## src/rtl/ctm_pkg.sv

```systemverilog
// Shared constants for the capture/reload timer: control byte bit
// positions. Assumes an 8-bit control byte with unused bits reading 0.
package ctm_pkg;
    localparam int CTRL_W     = 8;
    localparam int B_CAPMODE  = 0;
    localparam int B_EXTCNT   = 1;
    localparam int B_RUN      = 2;
    localparam int B_EXTEN    = 3;
    localparam int B_EXF      = 6;
    localparam int B_OVF      = 7;
endpackage

```

## src/rtl/ctm_edge_fall.sv

```systemverilog
// Synchronizes an asynchronous pin through STAGES flops and reports a
// one-clock pulse on each high-to-low transition. Assumes the pin idles
// high, so all flops reset to 1 and no edge appears out of reset.
module ctm_edge_fall #(
    parameter int STAGES = 2
) (
    input  logic clk,
    input  logic rst_n,
    input  logic pin,
    output logic fall
);
    logic [STAGES-1:0] sync_q;
    logic              prev_q;

    genvar gi;
    generate
        for (gi = 0; gi < STAGES; gi++) begin : g_sync
            // Shift the pin level one stage further along the chain.
            always_ff @(posedge clk) begin
                if (!rst_n) sync_q[gi] <= 1'b1;
                else if (gi == 0) sync_q[gi] <= pin;
                else sync_q[gi] <= sync_q[(gi == 0) ? 0 : gi-1];
            end
        end
    endgenerate

    // Remember the last synchronized level for edge detection.
    always_ff @(posedge clk) begin
        if (!rst_n) prev_q <= 1'b1;
        else        prev_q <= sync_q[STAGES-1];
    end

    assign fall = prev_q & ~sync_q[STAGES-1];
endmodule

```

## src/rtl/ctm_tick_gen.sv

```systemverilog
// Chooses the count step source: every clock, one clock in PRESCALE, or
// a synchronized falling edge of the count pin. The prescaler is held at
// zero while not in use, so the first divided step is PRESCALE clocks
// after run rises.
module ctm_tick_gen #(
    parameter int PRESCALE = 12
) (
    input  logic clk,
    input  logic rst_n,
    input  logic run,
    input  logic ext_cnt,
    input  logic clk_sel,
    input  logic pin_fall,
    output logic tick
);
    localparam int PW = (PRESCALE > 1) ? $clog2(PRESCALE) : 1;
    localparam logic [PW-1:0] LAST = PW'(PRESCALE - 1);

    logic [PW-1:0] pre_q;
    logic          active;
    logic          div_tick;

    assign active   = run & ~ext_cnt;
    assign div_tick = active & (pre_q == LAST);

    // Divide the clock by PRESCALE while internally clocked and running.
    always_ff @(posedge clk) begin
        if (!rst_n || !active) pre_q <= '0;
        else if (pre_q == LAST) pre_q <= '0;
        else                    pre_q <= pre_q + 1'b1;
    end

    // Select the step source from the mode inputs.
    always_comb begin
        if (!run)         tick = 1'b0;
        else if (ext_cnt) tick = pin_fall;
        else if (clk_sel) tick = 1'b1;
        else              tick = div_tick;
    end
endmodule

```

## src/rtl/ctm_count_core.sv

```systemverilog
// Counter and holding register. Applies, in priority order, software count
// writes, trigger reloads and steps. In capture mode a trigger copies the
// pre-step count into the holding register. Reports rollover and
// external events as single-cycle set pulses.
module ctm_count_core #(
    parameter int CW = 16
) (
    input  logic          clk,
    input  logic          rst_n,
    input  logic          tick,
    input  logic          cap_mode,
    input  logic          ext_evt,
    input  logic          cnt_we,
    input  logic [CW-1:0] cnt_wdata,
    input  logic          hold_we,
    input  logic [CW-1:0] hold_wdata,
    output logic [CW-1:0] count,
    output logic [CW-1:0] hold,
    output logic          ovf_set,
    output logic          exf_set
);
    logic [CW-1:0] count_d;
    logic [CW-1:0] hold_d;
    logic          wrap;

    assign wrap    = tick & (count == {CW{1'b1}});
    assign ovf_set = wrap;
    assign exf_set = ext_evt;

    // Next count: software write, then trigger reload, then step.
    always_comb begin
        count_d = count;
        if (cnt_we)                   count_d = cnt_wdata;
        else if (ext_evt && !cap_mode) count_d = hold;
        else if (wrap)                count_d = cap_mode ? '0 : hold;
        else if (tick)                count_d = count + 1'b1;
    end

    // Next holding value: capture wins over a software write.
    always_comb begin
        hold_d = hold;
        if (ext_evt && cap_mode) hold_d = count;
        else if (hold_we)        hold_d = hold_wdata;
    end

    // Register count and holding value.
    always_ff @(posedge clk) begin
        if (!rst_n) begin
            count <= '0;
            hold  <= '0;
        end else begin
            count <= count_d;
            hold  <= hold_d;
        end
    end
endmodule

```

## src/rtl/cap_reload_timer.sv

```systemverilog
// Top of the capture/reload timer. Holds the control byte and sticky flags
// (hardware set beats a same-cycle software clear) and wires the edge
// detectors, step source and counter core. Assumes pins idle high.
module cap_reload_timer #(
    parameter int CW          = 16,
    parameter int PRESCALE    = 12,
    parameter int SYNC_STAGES = 2
) (
    input  logic          clk,
    input  logic          rst_n,
    input  logic          clk_sel,
    input  logic          irq_en,
    input  logic          cnt_pin,
    input  logic          trig_pin,
    input  logic          ctrl_we,
    input  logic [7:0]    ctrl_wdata,
    input  logic          cnt_we,
    input  logic [CW-1:0] cnt_wdata,
    input  logic          hold_we,
    input  logic [CW-1:0] hold_wdata,
    output logic [CW-1:0] count_o,
    output logic [CW-1:0] hold_o,
    output logic [7:0]    ctrl_o,
    output logic          ovf_o,
    output logic          exf_o,
    output logic          irq_o
);
    import ctm_pkg::*;

    logic cap_mode_q, ext_cnt_q, run_q, ext_en_q, exf_q, ovf_q;
    logic cnt_fall, trig_fall, tick, ext_evt, ovf_set, exf_set;

    ctm_edge_fall #(.STAGES(SYNC_STAGES)) u_cnt_edge (
        .clk(clk), .rst_n(rst_n), .pin(cnt_pin), .fall(cnt_fall));

    ctm_edge_fall #(.STAGES(SYNC_STAGES)) u_trig_edge (
        .clk(clk), .rst_n(rst_n), .pin(trig_pin), .fall(trig_fall));

    ctm_tick_gen #(.PRESCALE(PRESCALE)) u_tick (
        .clk(clk), .rst_n(rst_n), .run(run_q), .ext_cnt(ext_cnt_q),
        .clk_sel(clk_sel), .pin_fall(cnt_fall), .tick(tick));

    assign ext_evt = trig_fall & run_q & ext_en_q;

    ctm_count_core #(.CW(CW)) u_core (
        .clk(clk), .rst_n(rst_n), .tick(tick), .cap_mode(cap_mode_q),
        .ext_evt(ext_evt), .cnt_we(cnt_we), .cnt_wdata(cnt_wdata),
        .hold_we(hold_we), .hold_wdata(hold_wdata), .count(count_o),
        .hold(hold_o), .ovf_set(ovf_set), .exf_set(exf_set));

    // Control fields load on a software write.
    always_ff @(posedge clk) begin
        if (!rst_n) begin
            cap_mode_q <= 1'b0;
            ext_cnt_q  <= 1'b0;
            run_q      <= 1'b0;
            ext_en_q   <= 1'b0;
        end else if (ctrl_we) begin
            cap_mode_q <= ctrl_wdata[B_CAPMODE];
            ext_cnt_q  <= ctrl_wdata[B_EXTCNT];
            run_q      <= ctrl_wdata[B_RUN];
            ext_en_q   <= ctrl_wdata[B_EXTEN];
        end
    end

    // Sticky flags: software write value, overridden by a hardware set.
    always_ff @(posedge clk) begin
        if (!rst_n) begin
            ovf_q <= 1'b0;
            exf_q <= 1'b0;
        end else begin
            ovf_q <= (ctrl_we ? ctrl_wdata[B_OVF] : ovf_q) | ovf_set;
            exf_q <= (ctrl_we ? ctrl_wdata[B_EXF] : exf_q) | exf_set;
        end
    end

    assign ctrl_o = {ovf_q, exf_q, 2'b00, ext_en_q, run_q, ext_cnt_q, cap_mode_q};
    assign ovf_o  = ovf_q;
    assign exf_o  = exf_q;
    assign irq_o  = irq_en & (ovf_q | exf_q);
endmodule

```

## config.mk

```make
export PLATFORM = sky130hd
export DESIGN_NAME = cap_reload_timer
export DESIGN_NICKNAME = d
export VERILOG_FILES = /design/src/rtl/ctm_pkg.sv /design/src/rtl/ctm_edge_fall.sv /design/src/rtl/ctm_tick_gen.sv /design/src/rtl/ctm_count_core.sv /design/src/rtl/cap_reload_timer.sv
export SDC_FILE = /design/constraint.sdc
export NUM_CORES = 1
export LEC_CHECK = 0
export CAP_MARGIN = 0
export CORE_ASPECT_RATIO = 1.5
export CORE_MARGIN = 3
export CORE_UTILIZATION = 35
export DETAILED_ROUTE_END_ITERATION = 10
export GPL_ROUTABILITY_DRIVEN = 0
export SETUP_SLACK_MARGIN = 0.1
export SYNTH_ARGS = -nofsm -noshare
export SYNTH_HDL_FRONTEND = slang
export SYNTH_SLANG_ARGS = --single-unit
```

## constraint.sdc

```tcl
create_clock -name clk -period 2.31 [get_ports clk]
set_clock_uncertainty 0.2 [all_clocks]
set_input_delay 0.462 -clock clk [delete_from_list [all_inputs] [get_ports clk]]
set_output_delay 0.462 -clock clk [all_outputs]
set_load 0.02 [all_outputs]
```

-- After elaboration in Yosys (flattened, before gate mapping)
Index checks and enable logic that the tools add are counted.
- bits in registers: 48
- output and inout port bits: 43
- word-level logic and storage cells: 54
- input bits: 49
- mux-type cells: 12
- equal/unequal tests: 2
- add/sub/neg operators: 2
- reductions and logical operators: 9
- bitwise operators: 14
- operators by type and width (cell ; count):
    16-bit two-way mux ; 7
    16-bit by 1-bit adder with 16-bit output, second input constant ; 1
    16-bit equality test, second input constant ; 1
    1-bit bitwise AND ; 8
    1-bit two-way mux ; 5
    4-bit by 1-bit adder with 4-bit output, second input constant ; 1
    4-bit equality test, second input constant ; 1
    4-bit nonzero test ; 1
    1-bit logical NOT ; 3
    1-bit NOT ; 3
    1-bit bitwise OR ; 3
    1-bit logical AND ; 2
    2-bit nonzero test ; 1
    2-bit OR reduction ; 1
    1-bit logical OR ; 1

-- Depth between registers and ports, before layout
- depth in word-level cells: 10
- gate-level depth with buffers: 7

-- By module
From an unflattened synthesis, not the netlist that was laid out.
- cell total of the unflattened synthesis: 298
- area, all modules: 2678.8 sq um
- by module, submodules not included (module ; seq. area each (sq um) ; cells an instance ; area each (sq um) ; instances):
    ctm_count_core ; 640.6 ; 236 ; 2014.4 ; 1
    cap_reload_timer ; 120.1 ; 30 ; 319.1 ; 1
    ctm_tick_gen ; 80.1 ; 18 ; 175.2 ; 1
    ctm_edge_fall ; 60.1 ; 7 ; 85.1 ; 2

-- Worst setup path after synthesis
OpenSTA, ideal clock, no wires.
- path kind: reg2reg
- start point: reg u_core.count[6]
- end point: reg u_core.count[13]
- path slack: 0.036 ns
- cell stages (with the launch flop): 7
- arrival: 2.000 ns
- period minus slack after synthesis: 2.274 ns
- cells stage by stage: dfxtp_1 -> clkbuf_2 -> nand4_4 -> or4_4 -> o31ai_4 -> o211ai_1 -> a31oi_1
- cells in the longest elaborated chain, start to end: 5
- elaborated cells between the ends (all ways): 8
- those cells by class: add/sub (1); eq/ne (1); mux (4); bitwise (1); reduce/logical (1)
- ends and longest elaborated chain (item ; RTL line ; text):
    start: declaration ; ctm_count_core.sv:17 ; output logic [CW-1:0] count,
    start signal: assignment ; ctm_count_core.sv:52 ; count <= count_d;
    16-bit by 1-bit adder with 16-bit output or 16-bit equality test (tied branches) ; ctm_count_core.sv:36, ctm_count_core.sv:26 ;
    16-bit two-way mux or 1-bit bitwise AND (tied branches) ; ctm_count_core.sv:36, ctm_count_core.sv:26 ;
    16-bit two-way mux ; ctm_count_core.sv:35 ; else if (wrap) count_d = cap_mode ? '0 : hold;
    16-bit two-way mux ; ctm_count_core.sv:34 ; else if (ext_evt && !cap_mode) count_d = hold;
    16-bit two-way mux ; ctm_count_core.sv:33 ; if (cnt_we) count_d = cnt_wdata;
Parallel ways exist; a longest one is shown, timed or not. The select of a mux whose other input is x is not followed.
A chain may end at the register's enable or synchronous reset.

-- Final worst setup path
- start point: reg u_core.count[12]
- end point: reg u_core.count[14]
Same word-level chain as after synthesis.

==> flow_metrics.env <==
export IMPL_viasPerCell=5.49
export IMPL_initial_core_util_pct=36.3
export IMPL_cpMostUsedCell="buf_4"
export IMPL_num_rows=38
export IMPL_cts_buffers=5
export IMPL_syn2layout_area_growth_pct=54.6
export IMPL_ios=92
export IMPL_clock_sinks=48
export IMPL_power_density_mw_per_mm2=475
export IMPL_synth_edff_count=0
export IMPL_synth_compound_area_share_pct=23.4
export IMPL_remaining_drc_errors=0
export IMPL_ys_top_cells_by_area="dfxtp_1 (36%), mux2i_1 (8.7%), a211oi_1 (5.1%)"
export IMPL_first_pass_iters=7
export IMPL_timing_max_cap_violations=0
export IMPL_avgSynthCellArea_sq_um=8.46
export IMPL_gr_total_overflow=0
export IMPL_crit_path_end_kind="flop"
export IMPL_dieArea_sq_mm=0.00870
export IMPL_yosys_area_top_type_share_pct=36.2
export IMPL_relSlewSlack_pct=57.4
export IMPL_die_h_um=113
export IMPL_drt_iter0_drc=185
export IMPL_core_area_sq_mm=0.00732
export IMPL_worstMarginPinSlew_ns=0.636
export IMPL_total_power_w=0.00195
export IMPL_synth_simple_area_share_pct=21.6
export IMPL_crit_family="simple AND/OR/NAND/NOR gates"
export IMPL_muxShareOfSynthArea_pct=8.66
export IMPL_die_x_um=77.1
export IMPL_clockBufferDepth=2
export IMPL_drive_above_1_share_pct=20.5
export IMPL_cp_max_fo=8
export IMPL_synth_seq_cells=48
export IMPL_drt_wl_total_um=9280
export IMPL_synth_area_sq_mm=0.00266
export IMPL_detail_route_wl_per_cell_um=17.6
export IMPL_ir_worst_vdd_v=0.000294
export IMPL_grt_pass1_vias=2850
export IMPL_synthArstFlopShare_pct=0
export IMPL_worstSetupPathType="flop to flop"
export IMPL_synth_top_cell_by_area="dfxtp_1"
export IMPL_ys_flop_type="dfxtp_1"
export IMPL_detail_route_antenna_nets=0
export IMPL_via_count=2905
export IMPL_synth_cells=314
export IMPL_crit_buf_inv=3
export IMPL_cp_data_arrival_time_ns=2.18
export IMPL_grt_max_degree=33
export IMPL_track_usage_pct=20.7
export IMPL_nets=479
export IMPL_synth_top_family_by_area="compound AO/OA/AOI/OAI gates"
export IMPL_clock_latency_ns=0.30
export IMPL_slew_viol_final=0
export IMPL_grt_pass1_wl_um=14600
export IMPL_io_buffers=87
export IMPL_antenna_found_initial=0
export IMPL_cts_hold_buffers=0
export IMPL_leakage_nw=1.59
export IMPL_dp_hpwl_um=6820
export IMPL_synthAdderAreaFrac_pct=0.942
export IMPL_cts_tree="yes"
export IMPL_layout_min_cycle_time_ns=2.20
export IMPL_start_kind="flop"
export IMPL_setup_viol=0
export IMPL_holdWs_ns=0.224
export IMPL_rsz0062_at_grt="no"
export IMPL_cp_slowest_cell="nor4_2"
export IMPL_max_freq_mhz=455
export IMPL_r2r_slack_ns=0.11
export IMPL_yosysSeqAreaShare_pct=36.2
export IMPL_final_hold_viol_count=0
export IMPL_outcome="finished clean"
export IMPL_clk_pin_slew_ns=0.08
export IMPL_synthXorXnorAreaFrac_pct=2.97
export IMPL_post_route_period_util_pct=95.2
export IMPL_min_path_type="flop to flop"
export IMPL_cts_root_buffer="clkbuf_8"
export IMPL_fillCellCount=718
export IMPL_required_ns=2.29
export IMPL_yosysUniqueCellTypes=56
export IMPL_ctsHtreeMaxLevel=2
export IMPL_path_cells="nand4_1, buf_4, nor4_2, buf_4, nor4_1, buf_4, a32oi_1, o21ai_1"
export IMPL_max_stage_delay_ns=0.49
export IMPL_antenna_cells=0
export IMPL_yosys_warnings=0
cell families after synthesis:
logic type      after synthesis
compound gates               87
xor+xnor                      9
fa+ha+maj                     2
buf+inv                      34
flops                        48
mux                          23
other cells                   1
simple gates                110
worst paths after layout:
kind / from / end / cells after the start
worst max-delay path: u_core.count[12] / u_core.count[14] / 8
worst min-delay path: u_cnt_edge.sync_q[0] / u_cnt_edge.sync_q[1] / 1
worst max register to register: u_core.count[12] / u_core.count[14] / 8
worst min register to register: u_cnt_edge.sync_q[0] / u_cnt_edge.sync_q[1] / 1
registers in the layout, summed over array words and instances, names as in the netlist:
register,cells
u_trig_edge.sync_q,2
u_trig_edge.prev_q,1
cap_mode_q,1
ext_en_q,1
u_tick.pre_q,4
run_q,1
u_core.hold,16
ovf_o,1
u_core.count,16
ext_cnt_q,1
u_cnt_edge.sync_q,2
u_cnt_edge.prev_q,1
exf_o,1
worst register-to-register path, cell delays in order, from the launching register on:
cell     delay [ns]
dfxtp_2        0.41
nand4_1        0.16
buf_4          0.19
nor4_2         0.49
buf_4          0.22
nor4_1         0.05
buf_4          0.15
a32oi_1        0.14
o21ai_1        0.08
Yosys cell counts (all sizes together) (7+ instances only):
cell type / n
dfxtp: 48
nor2: 35
mux2i: 23
o21ai: 20
nand2: 19
a211oi: 18
clkbuf: 15
nand3: 15
a21oi: 12
buf: 12
nand2b: 11
nor3: 8
nor4: 7
power breakdown:
| group | total (W) | switching, W | internal, W |
|---|---|---|---|
| clock network | 0.000520 | 0.000281 | 0.000239 |
| logic | 0.000499 | 0.000238 | 0.000261 |
| registers | 0.000934 | 0.0000549 | 0.000879 |
| total | 0.00195 | 0.000573 | 0.00138 |
routing by layer:
layer / wire length (um) / track usage (%) / up-vias / part of all wire [%]
met5: 0 / 0 / - / 0
met4: 209 / 5.94 / 0 / 2.3
met3: 476 / 3.26 / 20 / 5.1
met2: 4980 / 38.2 / 105 / 54
met1: 3620 / 24.4 / 1388 / 39
li1: - / - / 1392 / -
stage by stage:
stage	setup slack (ns)	std cells	utilization, %	area, sq um	setup TNS (ns)
3_5_place_dp	-0.335	515	52.9	3870	-3.16
6_report	0.110	529	56.1	4110	0
2_1_floorplan	0.100	315	-	2690	0
3_3_place_gp	-0.293	515	52.9	3870	-2.81
5_1_grt	0.0606	529	56.1	4110	0
4_1_cts	0.0601	525	54.7	4000	0
cells in the final DEF, fill, tap and decap left out, types with 11 or more instances in the layout:
master / netlist / final
clkdlybuf4s50_1: 0 / 86
o21ai_0: 17 / 15
dfxtp_2: 0 / 14
nand2_1: 19 / 19
buf_4: 8 / 42
a211oi_1: 18 / 18
nor2_1: 35 / 34
nand3_1: 15 / 14
nand2b_1: 11 / 11
mux2i_1: 23 / 23
a21oi_1: 12 / 11
dfxtp_1: 48 / 32
final cells by class:
type                    instances  area (sq um)  share of cell area (%)
multi-input cells             233          1630                    39.7
repair buffers                133          1250                    30.4
flip-flops and latches         48           986                    24.0
well taps                     100           125                    3.05
clock buffers                   6          82.6                    2.01
inverters                       7          26.3                   0.640
clock inverters                 2          10.0                   0.244
what timing repair did:
item | 4_1_cts | 5_1_grt
pin swaps | 4 | 7
setup buffers | 2 | 4
setup endpoints to repair | 15 | 15
resized for setup | 5 | 18
No activity file was read; power rests on OpenSTA's default activity.
